--- src/rtl/simt_div_pkg.sv ---
package simt_div_pkg;

  // What the sequencer does in a given cycle, in priority order.
  typedef enum logic [2:0] {
    STEP_IDLE   = 3'd0,
    STEP_LOAD   = 3'd1,
    STEP_BRANCH = 3'd2,
    STEP_EXEC   = 3'd3,
    STEP_SWITCH = 3'd4,
    STEP_JOIN   = 3'd5
  } seq_step_e;

endpackage

--- src/rtl/lane_mask_gen.sv ---
module lane_mask_gen #(
  parameter int LANES = 32,
  parameter int CNT_W = 6
) (
  input  logic [CNT_W-1:0] lane_cnt,
  output logic [LANES-1:0] mask
);

  // Lane i lives when the count exceeds i; oversized counts saturate.
  for (genvar i = 0; i < LANES; i++) begin : g_lane
    assign mask[i] = (lane_cnt > CNT_W'(i));
  end

endmodule

--- src/rtl/branch_split.sv ---
module branch_split #(
  parameter int LANES = 32,
  parameter int LEN_W = 8
) (
  input  logic [LANES-1:0] active,
  input  logic [LANES-1:0] pred,
  input  logic [LEN_W-1:0] len_taken,
  input  logic [LEN_W-1:0] len_else,
  output logic [LANES-1:0] mask_taken,
  output logic [LANES-1:0] mask_else,
  output logic             run_taken,
  output logic             run_else
);

  assign mask_taken = pred & active;
  assign mask_else  = ~pred & active;
  // A path is worth running only if some lane needs it and it has a body.
  assign run_taken  = (|mask_taken) && (len_taken != '0);
  assign run_else   = (|mask_else) && (len_else != '0);

endmodule

--- src/rtl/mask_stack.sv ---
module mask_stack #(
  parameter int W        = 81,
  parameter int DEPTH    = 4,
  parameter int FLAG_BIT = 0,
  localparam int SP_W    = $clog2(DEPTH + 1),
  localparam int IDX_W   = (DEPTH > 1) ? $clog2(DEPTH) : 1
) (
  input  logic            clk,
  input  logic            rst_n,
  input  logic            clear,
  input  logic            push,
  input  logic [W-1:0]    push_data,
  input  logic            pop,
  input  logic            clr_flag,
  output logic [W-1:0]    top_data,
  output logic [SP_W-1:0] depth,
  output logic            full
);

  logic [SP_W-1:0]  sp_q, sp_d;
  logic             sp_en;
  logic [W-1:0]     ent_all [DEPTH];
  logic [IDX_W-1:0] top_idx;

  always_comb begin
    sp_d = sp_q;
    if (clear)     sp_d = '0;
    else if (push) sp_d = sp_q + SP_W'(1);
    else if (pop)  sp_d = sp_q - SP_W'(1);
  end

  assign sp_en = clear | push | pop;

  always_ff @(posedge clk or negedge rst_n) begin
    if (!rst_n)     sp_q <= '0;
    else if (sp_en) sp_q <= sp_d;
  end

  for (genvar i = 0; i < DEPTH; i++) begin : g_ent
    logic [W-1:0] ent_q, ent_d;
    logic         ent_en;

    always_comb begin
      ent_d  = ent_q;
      ent_en = 1'b0;
      if (push && !clear && sp_q == SP_W'(i)) begin
        ent_d  = push_data;
        ent_en = 1'b1;
      end else if (clr_flag && !clear && sp_q == SP_W'(i + 1)) begin
        ent_d[FLAG_BIT] = 1'b0;
        ent_en          = 1'b1;
      end
    end

    always_ff @(posedge clk) begin
      if (ent_en) ent_q <= ent_d;
    end

    assign ent_all[i] = ent_q;
  end

  assign top_idx  = (sp_q == '0) ? '0 : IDX_W'(sp_q - SP_W'(1));
  assign top_data = ent_all[top_idx];
  assign depth    = sp_q;
  assign full     = (sp_q == SP_W'(DEPTH));

endmodule

--- src/rtl/simt_div_seq.sv ---
module simt_div_seq
  import simt_div_pkg::*;
#(
  parameter int  LANES = 32,
  parameter int  DEPTH = 4,
  parameter int  LEN_W = 8,
  localparam int CNT_W = $clog2(LANES + 1),
  localparam int SP_W  = $clog2(DEPTH + 1)
) (
  input  logic             clk,
  input  logic             rst_n,
  input  logic             warp_load,
  input  logic [CNT_W-1:0] warp_lanes,
  input  logic             br_valid,
  input  logic [LANES-1:0] br_pred,
  input  logic [LEN_W-1:0] br_len_taken,
  input  logic [LEN_W-1:0] br_len_else,
  output logic [LANES-1:0] lane_en,
  output logic             exec_valid,
  output logic             reconv_done,
  output logic [LANES-1:0] active_mask,
  output logic [SP_W-1:0]  stack_depth,
  output logic             stack_err
);

  // Frame layout: {restore mask, else mask, else length, resume count, else pending}
  localparam int FW       = 2 * LANES + 2 * LEN_W + 1;
  localparam int PEND_B   = 0;
  localparam int RES_LO   = 1;
  localparam int ELEN_LO  = RES_LO + LEN_W;
  localparam int EMASK_LO = ELEN_LO + LEN_W;
  localparam int REST_LO  = EMASK_LO + LANES;

  logic [LANES-1:0] act_q, act_d;
  logic [LEN_W-1:0] rem_q, rem_d;
  logic             err_q, err_d;
  logic             upd_en;

  logic [LANES-1:0] load_mask;
  logic [LANES-1:0] mask_taken, mask_else;
  logic             run_taken, run_else;

  logic             stk_clear, stk_push, stk_pop, stk_clr;
  logic [FW-1:0]    push_frame, top_frame;
  logic [SP_W-1:0]  stk_depth;
  logic             stk_full;
  seq_step_e        step;

  lane_mask_gen #(.LANES(LANES), .CNT_W(CNT_W)) u_mask_gen (
    .lane_cnt (warp_lanes),
    .mask     (load_mask)
  );

  branch_split #(.LANES(LANES), .LEN_W(LEN_W)) u_split (
    .active     (act_q),
    .pred       (br_pred),
    .len_taken  (br_len_taken),
    .len_else   (br_len_else),
    .mask_taken (mask_taken),
    .mask_else  (mask_else),
    .run_taken  (run_taken),
    .run_else   (run_else)
  );

  mask_stack #(.W(FW), .DEPTH(DEPTH), .FLAG_BIT(PEND_B)) u_stack (
    .clk       (clk),
    .rst_n     (rst_n),
    .clear     (stk_clear),
    .push      (stk_push),
    .push_data (push_frame),
    .pop       (stk_pop),
    .clr_flag  (stk_clr),
    .top_data  (top_frame),
    .depth     (stk_depth),
    .full      (stk_full)
  );

  assign push_frame = {act_q, mask_else, br_len_else, rem_q, run_taken & run_else};

  // Choose this cycle's action.
  always_comb begin
    step = STEP_IDLE;
    if (warp_load)                 step = STEP_LOAD;
    else if (br_valid && !stk_full) step = STEP_BRANCH;
    else if (rem_q != '0)          step = STEP_EXEC;
    else if (stk_depth != '0)      step = top_frame[PEND_B] ? STEP_SWITCH : STEP_JOIN;
  end

  // Next-state of mask, remaining count and error flag.
  always_comb begin
    act_d     = act_q;
    rem_d     = rem_q;
    err_d     = err_q | (br_valid && !warp_load && stk_full);
    stk_clear = 1'b0;
    stk_push  = 1'b0;
    stk_pop   = 1'b0;
    stk_clr   = 1'b0;
    unique case (step)
      STEP_LOAD: begin
        act_d     = load_mask;
        rem_d     = '0;
        stk_clear = 1'b1;
      end
      STEP_BRANCH: begin
        stk_push = 1'b1;
        if (run_taken) begin
          act_d = mask_taken;
          rem_d = br_len_taken;
        end else if (run_else) begin
          act_d = mask_else;
          rem_d = br_len_else;
        end else begin
          rem_d = '0;
        end
      end
      STEP_EXEC: rem_d = rem_q - LEN_W'(1);
      STEP_SWITCH: begin
        act_d   = top_frame[EMASK_LO +: LANES];
        rem_d   = top_frame[ELEN_LO +: LEN_W];
        stk_clr = 1'b1;
      end
      STEP_JOIN: begin
        act_d   = top_frame[REST_LO +: LANES];
        rem_d   = top_frame[RES_LO +: LEN_W];
        stk_pop = 1'b1;
      end
      default: ;
    endcase
  end

  assign upd_en = (step != STEP_IDLE);

  always_ff @(posedge clk or negedge rst_n) begin
    if (!rst_n) begin
      act_q <= '0;
      rem_q <= '0;
    end else if (upd_en) begin
      act_q <= act_d;
      rem_q <= rem_d;
    end
  end

  always_ff @(posedge clk or negedge rst_n) begin
    if (!rst_n)     err_q <= 1'b0;
    else if (err_d) err_q <= err_d;
  end

  assign exec_valid  = (step == STEP_EXEC);
  assign reconv_done = (step == STEP_JOIN);
  assign lane_en     = exec_valid ? act_q : '0;
  assign active_mask = act_q;
  assign stack_depth = stk_depth;
  assign stack_err   = err_q;

endmodule

--- config.mk ---
export PLATFORM = sky130hd
export DESIGN_NAME = simt_div_seq
export DESIGN_NICKNAME = d
export VERILOG_FILES = /design/src/rtl/simt_div_pkg.sv /design/src/rtl/lane_mask_gen.sv /design/src/rtl/branch_split.sv /design/src/rtl/mask_stack.sv /design/src/rtl/simt_div_seq.sv
export SDC_FILE = /design/constraint.sdc
export NUM_CORES = 1
export LEC_CHECK = 0
export ABC_AREA = 1
export CAP_MARGIN = 40
export CORE_ASPECT_RATIO = 0.5
export CORE_MARGIN = 10
export CORE_UTILIZATION = 35
export CTS_BUF_LIST = sky130_fd_sc_hd__clkbuf_16
export CTS_CLUSTER_DIAMETER = 60
export DETAILED_ROUTE_END_ITERATION = 10
export PLACE_DENSITY = 0.58
export SLEW_MARGIN = 30
export SYNTH_ARGS = -nofsm -noshare
export SYNTH_HDL_FRONTEND = slang
export SYNTH_SLANG_ARGS = --single-unit
export TNS_END_PERCENT = 5
--- constraint.sdc ---
create_clock -name clk -period 15.3 [get_ports clk]
set_input_delay 3.06 -clock clk [delete_from_list [all_inputs] [get_ports clk]]
set_output_delay 3.06 -clock clk [all_outputs]
set_load 0.02 [all_outputs]
* Yosys cells after proc, flatten, opt, wreduce, memory -nomap -nowiden
Cells that the tools add are included.
** Operators by class
- Add/sub/neg operators :: 3
- $lt $le $gt $ge :: 33
- Equal/unequal tests :: 10
- Multiplexer cells :: 39
- Bitwise operators :: 8
- Reduce and logical (&&, ||, !) cells :: 44
** Operators with widths (number)
- $bmux W81 S2 :: 1
- $mux W81 :: 2
- $pmux W32 S4 :: 1
- $gt A6 B5 Y1 const B :: 16
- $mux W32 :: 3
- $and A32 B32 Y32 :: 2
- $reduce_or A32 Y1 :: 2
- $gt A6 B4 Y1 const B :: 8
- $pmux W8 S5 :: 1
- $not A32 Y32 :: 1
- $gt A6 B3 Y1 const B :: 4
- $reduce_bool A8 Y1 :: 3
- $mux W1 :: 21
- $mux W3 :: 7
- $reduce_and A2 Y1 :: 10
- $mux W8 :: 2
- $logic_and A1 B1 Y1 :: 15
- $eq A3 B2 Y1 const B :: 4
- $gt A6 B1 Y1 const B :: 2
- $gt A6 B2 Y1 const B :: 2
- $eq A3 B3 Y1 const B :: 3
- $reduce_bool A3 Y1 :: 3
- $reduce_bool A2 Y1 :: 4
- $sub A8 B1 Y8 const B :: 1
- 14 further kinds :: 19
** Word-level totals
- Flip-flop bits (word level) :: 368
- Input port bits :: 58
- Output and inout bits :: 70

* Longest topological paths before layout
Gate-level depths: netlist (run 1).
- Depth in word-level cells :: 19
- Depth in mapped cells :: 20
- Mapped depth without buffers :: 16

* Modules after synthesis
A second synthesis (run 1) with hierarchy kept.
** Second synthesis, totals
- Cells, all modules :: 2273
- Area total of the unflattened synthesis :: 19346.1 µm²
** By module, submodules not included
- mask_stack :: times used 1, cells each 1180, area an instance 13741.9 µm², sequential area each 9804.4 µm²
- simt_div_seq :: times used 1, cells each 784, area an instance 4325.4 µm², sequential area each 1026.0 µm²
- branch_split :: times used 1, cells each 231, area an instance 904.6 µm², sequential area each 0.0 µm²
- lane_mask_gen :: times used 1, cells each 78, area an instance 374.1 µm², sequential area each 0.0 µm²

* Worst setup path after synthesis (run 1)
No wires, ideal clock.
- Path kind :: input -> output
- Start :: input port br_valid
- End :: output port lane_en[10]
- Arrival :: 4.375 ns
- Slack :: 7.865 ns
- Stages on the path :: 7
- Path buffers :: 2
- Cells stage by stage :: nand2_4 nand2_1 nor2_1 inv_1 buf_2 buf_1 nor2_1
** On the way
- Longest elaborated chain between the ends :: 5
** RTL lines
- start: declaration :: line simt_div_seq.sv:14 : input logic br_valid,
- $logic_and A1 B1 Y1 :: line simt_div_seq.sv:84 : else if (br_valid && !stk_full) step = STEP_BRANCH;
- $mux W3 :: line simt_div_seq.sv:84
- $mux W3 :: line simt_div_seq.sv:83 : if (warp_load) step = STEP_LOAD;
- $eq A3 B2 Y1 :: line simt_div_seq.sv:148 : assign exec_valid = (step == STEP_EXEC);
- net exec_valid :: line simt_div_seq.sv:19 : output logic exec_valid,
- $mux W32 :: line simt_div_seq.sv:150 : assign lane_en = exec_valid ? act_q : '0;
- end: declaration :: line simt_div_seq.sv:18 : output logic [LANES-1:0] lane_en,
The timed path passes the listed nets, and every way through them passes these cells.

* Final worst setup path (run 1)
- Start :: input port warp_load
- End :: output port lane_en[18]
** On the way
- Longest elaborated chain between the ends :: 3
** RTL lines
- start: declaration :: line simt_div_seq.sv:12 : input logic warp_load,
- $mux W3 :: line simt_div_seq.sv:83
- $eq A3 B2 Y1 :: line simt_div_seq.sv:148
- $mux W32 :: line simt_div_seq.sv:150
Every way passes these cells.

==> results of run 1 <==
## final timing paths
path,start,endpoint,cells past startpoint
max reg2reg,u_stack.depth[0]$_DFFE_PN0P_,u_stack.g_ent[2].ent_q[0]$_SDFFCE_PN0P_,13
min reg2reg,stack_err$_DFFE_PN0P_,stack_err$_DFFE_PN0P_,1
min,stack_err$_DFFE_PN0P_,stack_err$_DFFE_PN0P_,1
max in group asynchronous,rst_n,active_mask[20]$_DFFE_PN0P_,2
min in group asynchronous,rst_n,rem_q[6]$_DFFE_PN0P_,2
max,warp_load,lane_en[18],8
## layout make-up
cell class | instances | area share [%]
antenna | 1 | 0.0124
tap | 649 | 4.02
clock buffer | 39 | 4.83
sequential | 368 | 53.6
multi-input combinational | 1125 | 26.2
timing repair buffer | 152 | 7.48
clock inverter | 28 | 0.905
inverter | 154 | 2.89
## state kept, by name, summed over array words and instances (netlist names)
| register | count |
|---|---|
| u_stack.depth | 3 |
| stack_err | 1 |
| active_mask | 32 |
| u_stack.g_ent.ent_q | 324 |
| rem_q | 8 |
## routing by layer
layer	share of wire (%)	global-route usage (%)	wire length, um	vias up
li1	-	-	-	6176
met1	44	22.7	22900	6437
met2	47	28.1	24300	451
met3	6.5	2.88	3380	86
met4	2.5	5.02	1310	0
met5	0	0	0	-
## synthesized netlist by cell type (26+ instances only)
master,number
nor2_1,272
buf_2,46
nand3_1,152
inv_1,142
buf_4,43
clkbuf_1,26
edfxtp_1,324
o21ai_0,144
nand2_1,333
o22ai_1,58
nand4_1,43
dfrtp_1,44
## per-stage QoR
stage	cells	total power [mW]	setup slack [ns]
after global routing	2516	3.57	6.02
final	2516	3.38	6.19
after global placement	2442	2.51	6.29
after floorplan	1773	2.13	7.86
after CTS	2512	3.39	6.19
after detailed placement	2445	2.52	6.20
## cell families after synthesis
kind of cell,Yosys count,share of synthesized area (%)
fa+ha+maj,7,0.503
xor+xnor,3,0.151
buf+inv,280,7.66
compound gates,265,8.44
flops,368,62.2
simple gates,850,21.1
## report_power, final
group          leakage [nW]  internal (mW)  switching (mW)
Combinational          3.77          0.351           0.772
Sequential             3.47           1.26           0.119
Clock                 0.594          0.495           0.382
Total                  7.83           2.11            1.27
==> summary.txt, run 1 <==
Timing
  • Slew HR: around 43%
  • F_max: around 0.11 GHz
  • Hold Fails Final Rpt: 0
  • Hold Slack: ~0.48 ns
  • RSZ-0062 raised after global routing: false
  • Final TNS setup: 0 ns
  • Final Cycle Share: about three fifths
  • Worst Skew: roughly 0.028 ns
  • Actual slew at the worst max-slew pin: 0.853 ns
  • Max-slew violations: 0
  • Fin crit period: ~9.1 ns
  • Setup violations, final: 0

CTS
  • Post-CTS resize count: 0
  • Clock latency on the worst-skew pair: between 0.5 and 0.6 ns
  • Clock Tree Buf Depth: 3
  • CTS tree: yes
  • CTS Buf Count: 37
  • Clock slew seen by the registers of the worst setup and hold paths: about 0.060 ns
  • CTS root buf: clkbuf_16
  • Post-CTS Setup Bufs: 0
  • Clock sink count: roughly 370
  • H-tree levels: 2
  • Number of hold buffers added after cts: 0

Final layout
  • Most frequent cells in the layout: nand2_1, edfxtp_1, nor2_1
  • Multi-input logic area: 5300 um^2
  • Final nets: between 1,500 and 2,000
  • Final instance area: 20,200 um^2
  • Util after Layout: 41.3%
  • Layout cells sized above 1: between 6 and 7%
  • Most common cell after layout, fill and taps aside: nand2_1
  • # fillers: ~4,700
  • Sequential Area: around 11,000 um^2
  • Area growth from synthesis to layout: 16.0%

Floorplanning
  • Total die area: slightly below 60,000 um^2
  • CORE AREA: between 40,000 and 50,000 um^2
  • Die Wd: ~340 um
  • # rows: 57
  • # IOs: ~130
  • Initial Util: 35.6%
  • Die Span Y: about 180 um

Route
  • WL per Instance: approximately 21 um
  • TritonRoute pass-1 iters: 5
  • Initial DRC count: between 1,000 and 1,500
  • Routed Antenna Nets: 0
  • WL final: roughly 52,000 um
  • DRC Markers: 0
  • Vias/cell: 5.23
  • Vias: roughly 13,000

Global routing
  • Total gr overflow: 0
  • Pin count of the biggest net entering global routing: 93
  • First-pass GRT wire length: between 70,000 and 80,000 um
  • Initial antenna violation count: 1
  • All-layer global routing usage: between 10% and 20%
  • Vias in the first global route: around 13,000

Yosys
  • Post-synthesis sequential area ratio: roughly 62%
  • Synth Area per Inst: just under 10 um^2
  • Area leader, netlist: edfxtp_1
  • Synth Cell Area: about 17,000 um^2
  • Synth top area cells: edfxtp_1, nand2_1, dfrtp_1, nor2_1, nand3_1
  • Syn nets: between 1,500 and 2,000
  • Number of flops mapped to enable cells by yosys: 324
  • Post-synth top area share: a little under three fifths
  • Asr flop ratio synth: around an eighth
  • Most used DFF post-synth: edfxtp_1
  • Synth Instances: between 1,500 and 2,000
  • Yosys warns: 0
  • Number of distinct library cells after synthesis: 39
  • #FFs+latches synth: 368

Setup path
  • Worst path cell trace: clkdlybuf4s50_1, inv_2, nand2_1, nor2_1, clkinv_1, buf_4, nor2_1, clkdlybuf4s50_1
  • CP max-delay cell: clkdlybuf4s50_1
  • CP startpoint kind: input pin
  • CP Buf/Inv Count: 5
  • Critical path's top delay family: buffers and inverters
  • CP arrival: 6.05 ns
  • CP required: between 10 and 15 ns
  • Setup crit end kind: primary output
  • CP Max Fanout: 29
  • Max incr delay on CP: approximately 0.62 ns
  • WS Path Type: in2out
  • Flop2flop setup slack: between 10 and 15 ns

Status
  • Status: finished, final reports clean

Job
  • Number of max-cap violations: 0

Power and ir drop
  • Pwr/cell area: 168 nW/um^2
  • Peak supply drop: roughly 83 uV
  • Static Leakage: around 7.8 nW

Placed design
  • Placed Area: 19,000 um^2
  • Routability cong.: 0.914
  • # port buffers: between 100 and 150
  • HPWL after DPL: ~32,000 um

Hold path
  • Worst Hold Class: reg2reg
Note: power is estimated with default switching activity, not from simulation.
==> run 2: changes to the inputs <==
--- a/config.mk
+++ b/config.mk
@@ -13,7 +13,7 @@
 export CTS_BUF_LIST = sky130_fd_sc_hd__clkbuf_16
 export CTS_CLUSTER_DIAMETER = 60
 export DETAILED_ROUTE_END_ITERATION = 10
-export PLACE_DENSITY = 0.58
+export PLACE_DENSITY = 0.6
 export SLEW_MARGIN = 30
 export SYNTH_ARGS = -nofsm -noshare
 export SYNTH_HDL_FRONTEND = slang
==> constraint.sdc (replaced) <==
create_clock -name clk -period 7.95 [get_ports clk]
set_input_delay 1.59 -clock clk [delete_from_list [all_inputs] [get_ports clk]]
set_output_delay 1.59 -clock clk [all_outputs]
set_load 0.02 [all_outputs]
==> summary.txt, run 2 (same netlist as run 1, synthesis figures left out) <==
Hold path
  • Worst Hold Class: reg2reg

Final layout
  • Sequential Area: 10,800 um^2 (unchanged)
  • Non-Filler Instances: 2,520 (+0.16%)
  • Area growth from synthesis to layout: 16.8%
  • Final instance area: 20,300 um^2 (+0.71%)
  • Final nets: 1,906 (+0.16%)
  • Most common cell after layout, fill and taps aside: nand2_1
  • # fillers: 4,648 (-0.39%)
  • Most frequent cells in the layout: nand2_1, edfxtp_1, nor2_1
  • Multi-input logic area: 5300 um^2 (unchanged)
  • Largest register FFs: 324 (unchanged)
  • ANT cells: 0 (-1)
  • Layout cells sized above 1: 6.79% (+0.57 points)
  • Top reg by flops: u_stack.g_ent.ent_q

Placed design
  • # port buffers: 127 (unchanged)
  • Routability cong.: 0.914 (about the same)
  • Placed Area: 19,000 um^2 (+0.16%)
  • HPWL after DPL: 32,500 um (+2.0%)
  • Post-placement cell count: 2,448 (+0.12%)

CTS
  • CTS root buf: clkbuf_16
  • Clock sink count: 368 (unchanged)
  • CTS Buf Count: 38 (+2.7%)
  • Post-CTS Setup Bufs: 0 (unchanged)
  • Clock latency on the worst-skew pair: 0.55 ns (about the same)
  • CTS tree: yes
  • H-tree levels: 2 (unchanged)
  • Post-CTS resize count: 0 (unchanged)
  • Clock Tree Buf Depth: 3 (unchanged)
  • Number of hold buffers added after cts: 0 (unchanged)
  • Clock slew seen by the registers of the worst setup and hold paths: 0.06 ns (about the same)

Timing
  • Setup violations, final: 0 (unchanged)
  • Final TNS setup: 0 ns (unchanged)
  • Max-slew violations: 0 (unchanged)
  • F_max: between 0.15 and 0.2 GHz
  • Slew HR: 47.4% (+4.5 points)
  • Worst Skew: 0.0171 ns (-0.0114 ns)
  • Fin crit period: approximately 5.8 ns
  • Hold Slack: 0.490 ns (+0.00695 ns)
  • RSZ-0062 raised after global routing: false
  • Hold Fails Final Rpt: 0 (unchanged)
  • Final Cycle Share: about 73%
  • Actual slew at the worst max-slew pin: 0.789 ns (-0.0646 ns)

Route
  • Vias/cell: 5.21 (-0.25%)
  • DRC Markers: 0 (unchanged)
  • Vias: 13,100 (-0.091%)
  • WL final: 52,400 um (+0.89%)
  • WL per Instance: 20.8 um (+0.73%)
  • Initial DRC count: 1,268 (+6.2%)
  • Routed Antenna Nets: 0 (unchanged)
  • TritonRoute pass-1 iters: 6 (+1)

Job
  • Number of max-cap violations: 0 (unchanged)

Setup path
  • Max incr delay on CP: 0.63 ns (about the same)
  • Setup crit end kind: primary output
  • CP required: 6.36 ns (-5.88 ns)
  • Worst path cell trace: clkdlybuf4s50_1, inv_2, nand2_1, nor2_1, clkinv_1, buf_4, nor2_1, clkdlybuf4s50_1
  • WS Path Type: in2out
  • CP Buf/Inv Count: 5 (unchanged)
  • CP startpoint kind: input pin
  • CP Max Fanout: 32 (+10%)
  • CP arrival: 4.25 ns (-1.80 ns)
  • CP max-delay cell: clkdlybuf4s50_1
  • Critical path's top delay family: buffers and inverters

Floorplanning
  • # rows: 57 (unchanged)
  • # IOs: 128 (unchanged)
  • Initial Util: 35.6% (unchanged)
  • CORE AREA: 48,900 um^2 (unchanged)
  • Die Wd: 335 um (unchanged)
  • Die Span Y: 178 um (unchanged)
  • Total die area: 59,600 um^2 (unchanged)

Global routing
  • Total gr overflow: 0 (unchanged)
  • All-layer global routing usage: 17.2% (+0.23 points)
  • First-pass GRT wire length: 79,300 um (+1.3%)
  • Pin count of the biggest net entering global routing: 80 (-14%)
  • Vias in the first global route: 12,600 (+0.63%)
  • Initial antenna violation count: 0 (-1)

Power and ir drop
  • Pwr/cell area: 328 nW/um^2 (+96%)
  • Static Leakage: 7.91 nW (+0.95%)
  • Peak supply drop: 130 uV (+55%)

Status
  • Status: finished, final reports clean
[run 2: cell count changes in the layout (fill, tap and decap cells not counted)]
| cell | change |
|---|---|
| clkinv_1 | -6 |
| buf_4 | +2 |
| clkinv_2 | +3 |
| clkinvlp_4 | +2 |
| buf_8 | +1 |
| clkbuf_16 | +3 |
| buf_6 | -1 |
| bufinv_16 | +2 |
| diode_2 | -1 |
| clkinv_8 | -1 |
[run 2: worst reg2reg max path, delay by kind of cell (launching register included)]
family	cells	cell delay [ns]
adder cells (fa/ha/maj)	1	0.28
AND/OR/NAND/NOR	8	2.31
AO/OA/AOI/OAI	1	0.36
flip-flops	1	0.44
buffers and inverters	2	0.26
[run 2: stage by stage]
step | util, % | worst slack, ns | total power, mW
2_1_floorplan | - | 2.10 | 4.10
3_3_place_gp | 38.8 | 2.19 | 4.83
3_5_place_dp | 38.9 | 2.10 | 4.87
4_1_cts | 41.6 | 2.08 | 6.70
5_1_grt | 41.6 | 1.94 | 7.04
6_report | 41.6 | 2.11 | 6.67
[run 2: path summary, 6_finish.rpt]
path | startpoint | cells past startpoint | slack, ns | end
worst max-delay path | warp_load | 8 | 2.11 | lane_en[0]
worst min-delay path | stack_err$_DFFE_PN0P_ | 1 | 0.49 | stack_err$_DFFE_PN0P_
worst max register to register | u_stack.depth[0]$_DFFE_PN0P_ | 12 | 3.99 | u_stack.g_ent[2].ent_q[0]$_SDFFCE_PN0P_
worst min register to register | stack_err$_DFFE_PN0P_ | 1 | 0.49 | stack_err$_DFFE_PN0P_
max in group asynchronous | rst_n | 2 | 6.22 | active_mask[29]$_DFFE_PN0P_
min in group asynchronous | rst_n | 2 | 1.22 | rem_q[5]$_DFFE_PN0P_
[run 2: report_power, final]
| group | switching [mW] | internal [mW] |
|---|---|---|
| logic | 1.50 | 0.683 |
| clock network | 0.751 | 1.08 |
| registers | 0.226 | 2.43 |
| total | 2.48 | 4.20 |
[run 2: layout make-up]
type                       instances  share of cell area (%)
clock buffer                      42                    5.17
clock inverter                    28                    1.15
inverter                         154                    2.87
multi-input combinational       1125                    26.1
sequential                       368                    53.3
tap                              649                    3.99
timing repair buffer             154                    7.52
[run 2: layer usage]
layer | routed length [um] | global-route usage, % | vias up
met5 | 0 | 0 | -
met4 | 1450 | 5.61 | 0
met3 | 3380 | 2.61 | 72
met2 | 25000 | 28.3 | 441
met1 | 22500 | 23.1 | 6442
li1 | - | - | 6183
